===== src/rtl/spi_xfer_pkg.sv =====
package spi_xfer_pkg;

  // Per-cycle commands from the sequencer to the shift datapath
  typedef struct packed {
    logic load;    // capture txByte into the transmit shifter
    logic shift;   // advance the transmit shifter by one bit
    logic sample;  // capture miso into the receive shifter
    logic push;    // present the completed receive byte
  } spiStrobe_t;

  typedef enum logic [2:0] {
    ST_IDLE,
    ST_SETUP,
    ST_XFER,
    ST_HOLD,
    ST_GAP
  } spiState_t;

endpackage


===== src/rtl/spi_xfer_ctrl.sv =====
module spi_xfer_ctrl
  import spi_xfer_pkg::*;
#(
  parameter int DATA_W     = 8,
  parameter int CNT_W      = 8,
  parameter int EXP_W      = 4,
  parameter int MIN_EXP    = 3,
  parameter int MAX_EXP    = 14,
  parameter int SETUP_W    = 6,
  parameter int MIN_SETUP  = 16,
  parameter int MAX_SETUP  = 48,
  parameter int BOOT_EXP   = 7,
  parameter int BOOT_SETUP = 48,
  parameter int NUM_CS     = 3,
  parameter int GAP_CYC    = 2,
  localparam int SEL_W     = $clog2(NUM_CS)
) (
  input  logic               clk,
  input  logic               rstN,
  input  logic               start,
  input  logic               bootMode,
  input  logic [SEL_W-1:0]   csSel,
  input  logic               cpol,
  input  logic               cpha,
  input  logic [EXP_W-1:0]   divExp,
  input  logic [SETUP_W-1:0] setupCyc,
  input  logic [CNT_W-1:0]   byteCount,
  output spiStrobe_t         strobe,
  output logic               sck,
  output logic [NUM_CS-1:0]  csN,
  output logic               busy,
  output logic               done
);

  localparam int TICK_W = MAX_EXP - 1;
  localparam int EDGE_W = $clog2(2 * DATA_W);
  localparam logic [EDGE_W-1:0] LAST_EDGE = EDGE_W'(2 * DATA_W - 1);
  localparam logic [EDGE_W-1:0] PUSH_EDGE = EDGE_W'(2 * DATA_W - 2);

  spiState_t          state;
  logic [TICK_W-1:0]  tick;
  logic [EDGE_W-1:0]  edgeIdx;
  logic [CNT_W-1:0]   bytesLeft;
  logic               firstByte;
  logic               cfgCpha;
  logic [TICK_W-1:0]  cfgHalfLim;
  logic [TICK_W-1:0]  cfgSetupLim;

  // Effective settings: boot preset or clamped user fields
  logic               effCpol;
  logic               effCpha;
  logic [EXP_W-1:0]   effExp;
  logic [SETUP_W-1:0] effSetup;
  logic [SEL_W-1:0]   effCs;
  logic [TICK_W-1:0]  effHalfLim;
  logic [NUM_CS-1:0]  selLowN;

  always_comb begin
    if (bootMode) begin
      effCpol  = 1'b0;
      effCpha  = 1'b0;
      effExp   = EXP_W'(BOOT_EXP);
      effSetup = SETUP_W'(BOOT_SETUP);
      effCs    = SEL_W'(NUM_CS - 1);
    end else begin
      effCpol = cpol;
      effCpha = cpha;
      if (divExp < EXP_W'(MIN_EXP))      effExp = EXP_W'(MIN_EXP);
      else if (divExp > EXP_W'(MAX_EXP)) effExp = EXP_W'(MAX_EXP);
      else                               effExp = divExp;
      if (setupCyc < SETUP_W'(MIN_SETUP))      effSetup = SETUP_W'(MIN_SETUP);
      else if (setupCyc > SETUP_W'(MAX_SETUP)) effSetup = SETUP_W'(MAX_SETUP);
      else                                     effSetup = setupCyc;
      effCs = (csSel >= SEL_W'(NUM_CS - 1)) ? SEL_W'(NUM_CS - 1) : csSel;
    end
  end

  assign effHalfLim = TICK_W'((32'd1 << (effExp - EXP_W'(1))) - 32'd1);

  for (genvar i = 0; i < NUM_CS; i++) begin : g_csDec
    assign selLowN[i] = (effCs != SEL_W'(i));
  end

  // Edge scheduling
  logic accept, edgeNow, sampleEdge, byteEnd;

  assign accept     = (state == ST_IDLE) && start;
  assign edgeNow    = ((state == ST_SETUP) && (tick == cfgSetupLim)) ||
                      ((state == ST_XFER)  && (tick == cfgHalfLim));
  assign sampleEdge = cfgCpha ? edgeIdx[0] : ~edgeIdx[0];
  assign byteEnd    = (edgeIdx == LAST_EDGE);
  assign busy       = (state != ST_IDLE);

  always_comb begin
    strobe        = '0;
    strobe.load   = accept;
    strobe.sample = edgeNow && sampleEdge;
    strobe.push   = edgeNow && sampleEdge && (edgeIdx >= PUSH_EDGE);
    if (edgeNow && !sampleEdge) begin
      if (!cfgCpha) begin
        if (byteEnd) strobe.load  = (bytesLeft != '0);
        else         strobe.shift = 1'b1;
      end else begin
        if (edgeIdx == '0) strobe.load  = !firstByte;
        else               strobe.shift = 1'b1;
      end
    end
  end

  always_ff @(posedge clk or negedge rstN) begin
    if (!rstN) begin
      state       <= ST_IDLE;
      tick        <= '0;
      edgeIdx     <= '0;
      bytesLeft   <= '0;
      firstByte   <= 1'b0;
      cfgCpha     <= 1'b0;
      cfgHalfLim  <= '0;
      cfgSetupLim <= '0;
      sck         <= 1'b0;
      csN         <= '1;
      done        <= 1'b0;
    end else begin
      done <= 1'b0;
      case (state)
        ST_IDLE: begin
          sck <= effCpol;
          if (accept) begin
            state       <= ST_SETUP;
            tick        <= '0;
            edgeIdx     <= '0;
            bytesLeft   <= byteCount;
            firstByte   <= 1'b1;
            cfgCpha     <= effCpha;
            cfgHalfLim  <= effHalfLim;
            cfgSetupLim <= TICK_W'(effSetup) - TICK_W'(1);
            csN         <= selLowN;
          end
        end
        ST_SETUP, ST_XFER: begin
          tick <= tick + TICK_W'(1);
          if (edgeNow) begin
            sck     <= ~sck;
            tick    <= '0;
            edgeIdx <= edgeIdx + EDGE_W'(1);
            state   <= ST_XFER;
            if (byteEnd) begin
              if (bytesLeft == '0) begin
                state <= ST_HOLD;
              end else begin
                bytesLeft <= bytesLeft - CNT_W'(1);
                firstByte <= 1'b0;
              end
            end
          end
        end
        ST_HOLD: begin
          tick <= tick + TICK_W'(1);
          if (tick == cfgHalfLim) begin
            csN   <= '1;
            state <= ST_GAP;
            tick  <= '0;
          end
        end
        ST_GAP: begin
          tick <= tick + TICK_W'(1);
          if (tick == TICK_W'(GAP_CYC - 1)) begin
            state <= ST_IDLE;
            done  <= 1'b1;
          end
        end
        default: state <= ST_IDLE;
      endcase
    end
  end

endmodule


===== src/rtl/spi_xfer_dp.sv =====
module spi_xfer_dp
  import spi_xfer_pkg::*;
#(
  parameter int DATA_W = 8
) (
  input  logic              clk,
  input  logic              rstN,
  input  spiStrobe_t        strobe,
  input  logic [DATA_W-1:0] txByte,
  input  logic              miso,
  output logic              mosi,
  output logic              txTake,
  output logic [DATA_W-1:0] rxByte,
  output logic              rxValid
);

  logic [DATA_W-1:0] txSh;
  logic [DATA_W-1:0] rxSh;
  logic [DATA_W-1:0] rxNext;

  assign rxNext = {rxSh[DATA_W-2:0], miso};
  assign mosi   = txSh[DATA_W-1];

  always_ff @(posedge clk or negedge rstN) begin
    if (!rstN) begin
      txSh    <= '0;
      rxSh    <= '0;
      rxByte  <= '0;
      rxValid <= 1'b0;
      txTake  <= 1'b0;
    end else begin
      txTake  <= strobe.load;
      rxValid <= strobe.push;
      if (strobe.load)        txSh <= txByte;
      else if (strobe.shift)  txSh <= {txSh[DATA_W-2:0], 1'b0};
      if (strobe.sample)      rxSh <= rxNext;
      if (strobe.push)        rxByte <= rxNext;
    end
  end

endmodule


===== src/rtl/spi_xfer_master.sv =====
module spi_xfer_master
  import spi_xfer_pkg::*;
#(
  parameter int DATA_W     = 8,
  parameter int CNT_W      = 8,
  parameter int EXP_W      = 4,
  parameter int MIN_EXP    = 3,
  parameter int MAX_EXP    = 14,
  parameter int SETUP_W    = 6,
  parameter int MIN_SETUP  = 16,
  parameter int MAX_SETUP  = 48,
  parameter int BOOT_EXP   = 7,
  parameter int BOOT_SETUP = 48,
  parameter int NUM_CS     = 3,
  parameter int GAP_CYC    = 2,
  localparam int SEL_W     = $clog2(NUM_CS)
) (
  input  logic               clk,
  input  logic               rstN,
  input  logic               start,
  input  logic               bootMode,
  input  logic [SEL_W-1:0]   csSel,
  input  logic               cpol,
  input  logic               cpha,
  input  logic [EXP_W-1:0]   divExp,
  input  logic [SETUP_W-1:0] setupCyc,
  input  logic [CNT_W-1:0]   byteCount,
  input  logic [DATA_W-1:0]  txByte,
  output logic               txTake,
  output logic [DATA_W-1:0]  rxByte,
  output logic               rxValid,
  output logic               busy,
  output logic               done,
  output logic               sck,
  output logic               mosi,
  input  logic               miso,
  output logic [NUM_CS-1:0]  csN
);

  spiStrobe_t strobe;

  spi_xfer_ctrl #(
    .DATA_W(DATA_W), .CNT_W(CNT_W), .EXP_W(EXP_W), .MIN_EXP(MIN_EXP),
    .MAX_EXP(MAX_EXP), .SETUP_W(SETUP_W), .MIN_SETUP(MIN_SETUP),
    .MAX_SETUP(MAX_SETUP), .BOOT_EXP(BOOT_EXP), .BOOT_SETUP(BOOT_SETUP),
    .NUM_CS(NUM_CS), .GAP_CYC(GAP_CYC)
  ) u_ctrl (
    .clk(clk), .rstN(rstN), .start(start), .bootMode(bootMode),
    .csSel(csSel), .cpol(cpol), .cpha(cpha), .divExp(divExp),
    .setupCyc(setupCyc), .byteCount(byteCount), .strobe(strobe),
    .sck(sck), .csN(csN), .busy(busy), .done(done)
  );

  spi_xfer_dp #(.DATA_W(DATA_W)) u_dp (
    .clk(clk), .rstN(rstN), .strobe(strobe), .txByte(txByte),
    .miso(miso), .mosi(mosi), .txTake(txTake), .rxByte(rxByte),
    .rxValid(rxValid)
  );

endmodule


===== config.mk =====
export PLATFORM = sky130hd
export DESIGN_NAME = spi_xfer_master
export DESIGN_NICKNAME = d
export VERILOG_FILES = /design/src/rtl/spi_xfer_pkg.sv /design/src/rtl/spi_xfer_ctrl.sv /design/src/rtl/spi_xfer_dp.sv /design/src/rtl/spi_xfer_master.sv
export SDC_FILE = /design/constraint.sdc
export NUM_CORES = 1
export LEC_CHECK = 0
export ABC_AREA = 1
export BUFFER_PORTS_ARGS = -buffer_cell sky130_fd_sc_hd__buf_2
export CAP_MARGIN = 15
export CORE_ASPECT_RATIO = 1.5
export CORE_MARGIN = 1
export CORE_UTILIZATION = 55
export CTS_CLUSTER_SIZE = 8
export DETAILED_ROUTE_END_ITERATION = 16
export PLACE_DENSITY = 0.87
export SLEW_MARGIN = 30
export SYNTH_ARGS = -nofsm -noshare
export SYNTH_HDL_FRONTEND = slang
export SYNTH_SLANG_ARGS = --single-unit

===== constraint.sdc =====
create_clock -name clk -period 2.3 [get_ports clk]
set_input_delay 0.345 -clock clk [delete_from_list [all_inputs] [get_ports clk]]
set_output_delay 0.345 -clock clk [all_outputs]
set_load 0.05 [all_outputs]

==> results.yml <==
timing:
  clock_skew_ps: 7.65
  timing.final.hold_violations: 0
  fin_crit_ps: 2080
  fmax_mhz: 482
  tns_ps: 0
  finalSetupViolCount: 0
  period_share_pct: 90.3
  drv_slew: 0
  rsz0062_at_grt: "false"
clock_network:
  cts_root_buf: "clkbuf_16"
  clock_path_buffers: 2
  path_clk_slew_ps: 60
  cts_inserted_buffers: 9
  clk_latency_ps: 340
  htreeDepth: 3
  cts_tree: "done"
  post_cts_buffers: 0
  cts_sinks: 80
worst_setup_path:
  cp_slowest_cell: "dfrtp_1"
  cpLargestDelayFamily: "simple AND/OR/NAND/NOR gates"
  cp.required_ps: 2570
  cp.depth: 12
  path_buf_inv: 2
  max_stage_delay_ps: 520
  r2r_cells: 12
  critical_path_class: "flop to flop"
  crit_top_cell: "nand2_1"
  crit_chain: "inv_2 -> nand2_1 -> nand2_1 -> nor2_1 -> nand2_1 -> nor2_4 -> nand3_4 -> a21oi_1 -> nand2_4 -> inv_1 -> nand2_1 -> nand2_1"
  path_max_fanout: 16
  worst_setup_path_end_kind: "flop"
  critical_path_arrival_ps: 2350
  start_kind: "flop"
yosys:
  netlist_instances: 713
  synth_edf_count: 0
  netlist_area_mm2: 0.00508
  async_reset_ff_share_pct: 100
  yosysSeqAreaShare_pct: 39.5
  synth_flop_cell: "dfrtp_1"
  synth_seq_cells: 80
  syn_avg_cell_area_um2: 7.12
  yosysWarningCount: 0
  synth_cell_types: 42
grt:
  grt_pass1_vias: 4829
  grt-ovfl-total: 0
  grt_max_degree: 45
  track_usage_pct: 28.3
  antenna_found_initial: 0
  grt_first_pass_wirelength_mm: 21.0
detailed_routing:
  ant_nets: 0
  avgRoutedWirePerCell_um: 14.1
  wl_mm: 12.4
  vias: 4795
  drtIter0Drc: 262
  drc: 0
  drt-pass1-iter-count: 5
  avgViaCountPerCell: 5.44
power_and_ir_drop:
  combPwrFrac_pct: 47.1
  power_frac_clock_pct: 19.9
  irDropWorstVdd_mv: 0.950
  p_int_w: 0.00364
  power.density_mw_per_mm2: 1180
  p_sw_share_pct: 46.3
  p_total_w: 0.00678
  seq_power_share_pct: 33.1
  power_switching_w: 0.00314
  leakage_nw: 3.03
floorplanning:
  die_h_um: 120
  die_x_um: 80.5
  rows: 42
  core-area_mm2: 0.00888
  io_pins: 52
  design.die.area_mm2: 0.00963
  start_util_pct: 57.2
flow_run:
  maxCapViolations: 0
placement:
  detailed_place_hpwl_mm: 9.40
  place_congestion: 0.964
  port_buffers: 51
cells_and_area:
  diodes: 0
  nNetsFinal: 809
  final_common_cell: "nand2_1"
  area_growth_pct: 12.7
  post_route_cells_drive_above_1_share_pct: 17.6
  layout_common_cells: "218 x nand2_1, 90 x inv_1, 77 x dfrtp_1"
worst_hold_path:
  hold_depth: 2
  min_path_type: "primary input to flop"
status:
  status: "finished, final reports clean"
-- repair_timing --
action                                 in CTS  in global routing
gates resized for setup                     0                  3
endpoints found under the hold margin      33                  0
hold buffers                                1                  0
setup endpoints to repair                   0                 27
-- through the flow --
stage / instance area [um^2] / util, % / setup slack (ps) / hold WS [ps] / cells
after floorplan: 5080 / - / 471 / 49.4 / 714
after global placement: 5420 / 61.0 / 131 / 340 / 864
after detailed placement: 5420 / 61.0 / 88.6 / 343 / 864
after CTS: 5710 / 64.3 / 60.8 / 164 / 881
after global routing: 5720 / 64.4 / 41.6 / 190 / 881
final: 5720 / 64.4 / 224 / 174 / 881
-- final timing paths --
check	startpoint	to	slack (ps)
setup / recovery	u_ctrl.tick[7]	u_dp.rxByte[7]	220
hold / removal	csSel[0]	u_ctrl.csN[1]	170
setup reg to reg	u_ctrl.tick[7]	u_dp.rxByte[7]	220
hold reg to reg	u_dp.rxByte[3]	u_dp.rxByte[3]	490
max in group asynchronous	rstN	u_dp.txSh[1]	1190
min in group asynchronous	rstN	u_ctrl.cfgHalfLim[4]	510
-- registers in the layout (all words and copies together), names as in the netlist --
name / count
u_ctrl.cfgHalfLim: 13
u_dp.rxValid: 1
u_ctrl.firstByte: 1
u_ctrl.edgeIdx: 4
u_ctrl.csN: 3
u_ctrl.sck: 1
u_ctrl.state: 3
u_dp.rxSh: 7
u_dp.txTake: 1
u_dp.txSh: 8
u_ctrl.tick: 13
u_ctrl.bytesLeft: 8
u_dp.rxByte: 8
u_ctrl.done: 1
u_ctrl.cfgSetupLim: 7
u_ctrl.cfgCpha: 1
-- cells in the mapped netlist, drive strengths merged (2+ instances only) --
| cell type | count | share of area, % |
|---|---|---|
| nand3b | 6 | 0.89 |
| buf | 11 | 1.7 |
| nand3 | 62 | 7.1 |
| dfstp | 3 | 1.6 |
| nor3 | 9 | 0.99 |
| a31o | 2 | 0.34 |
| xor2 | 9 | 1.6 |
| dfrtp | 77 | 38 |
| clkbuf | 4 | 0.30 |
| nand2 | 232 | 18 |
| inv | 100 | 7.4 |
| xnor2 | 5 | 0.86 |
| or2 | 3 | 0.37 |
| a31oi | 3 | 0.37 |
| ha | 8 | 2.0 |
| nand4 | 18 | 2.5 |
| o21ai | 69 | 7.9 |
| nor2 | 73 | 5.9 |
| a21oi | 10 | 0.99 |
-- area by class of cell --
class / instances / area [um^2]
clock buffers: 11 / 253
clock inverters: 5 / 31.3
fillers: 748 / 3160
inverters: 100 / 375
multi-input cells: 519 / 2610
flip-flops and latches: 80 / 2010
well taps: 110 / 138
repair buffers: 56 / 310
-- cell families after synthesis --
logic type,synth area share (%)
compound gates,10.2
xor+xnor,2.41
fa+ha+maj,1.97
buf+inv,9.41
flops,39.5
mux,0.197
other cells,0.0738
simple gates,36.2
-- layer usage --
metal | GRT usage (%) | wire, um | vias to the layer above
met2 | 50.4 | 6610 | 139
li1 | - | - | 2367
met5 | 0 | 0 | -
met3 | 5.40 | 487 | 44
met4 | 17.5 | 624 | 0
met1 | 29.7 | 4710 | 2245
-- power by group through the flow --
stage / combinational [W] / clock, W / sequential (W)
final: 0.00319 / 0.00135 / 0.00224
after CTS: 0.00318 / 0.00137 / 0.00223
after floorplan: 0.00237 / 0 / 0.00232
after global routing: 0.00358 / 0.00142 / 0.00229
after detailed placement: 0.00315 / 0 / 0.00225
after global placement: 0.00304 / 0 / 0.00223
Power figures use the tool's default switching activity.
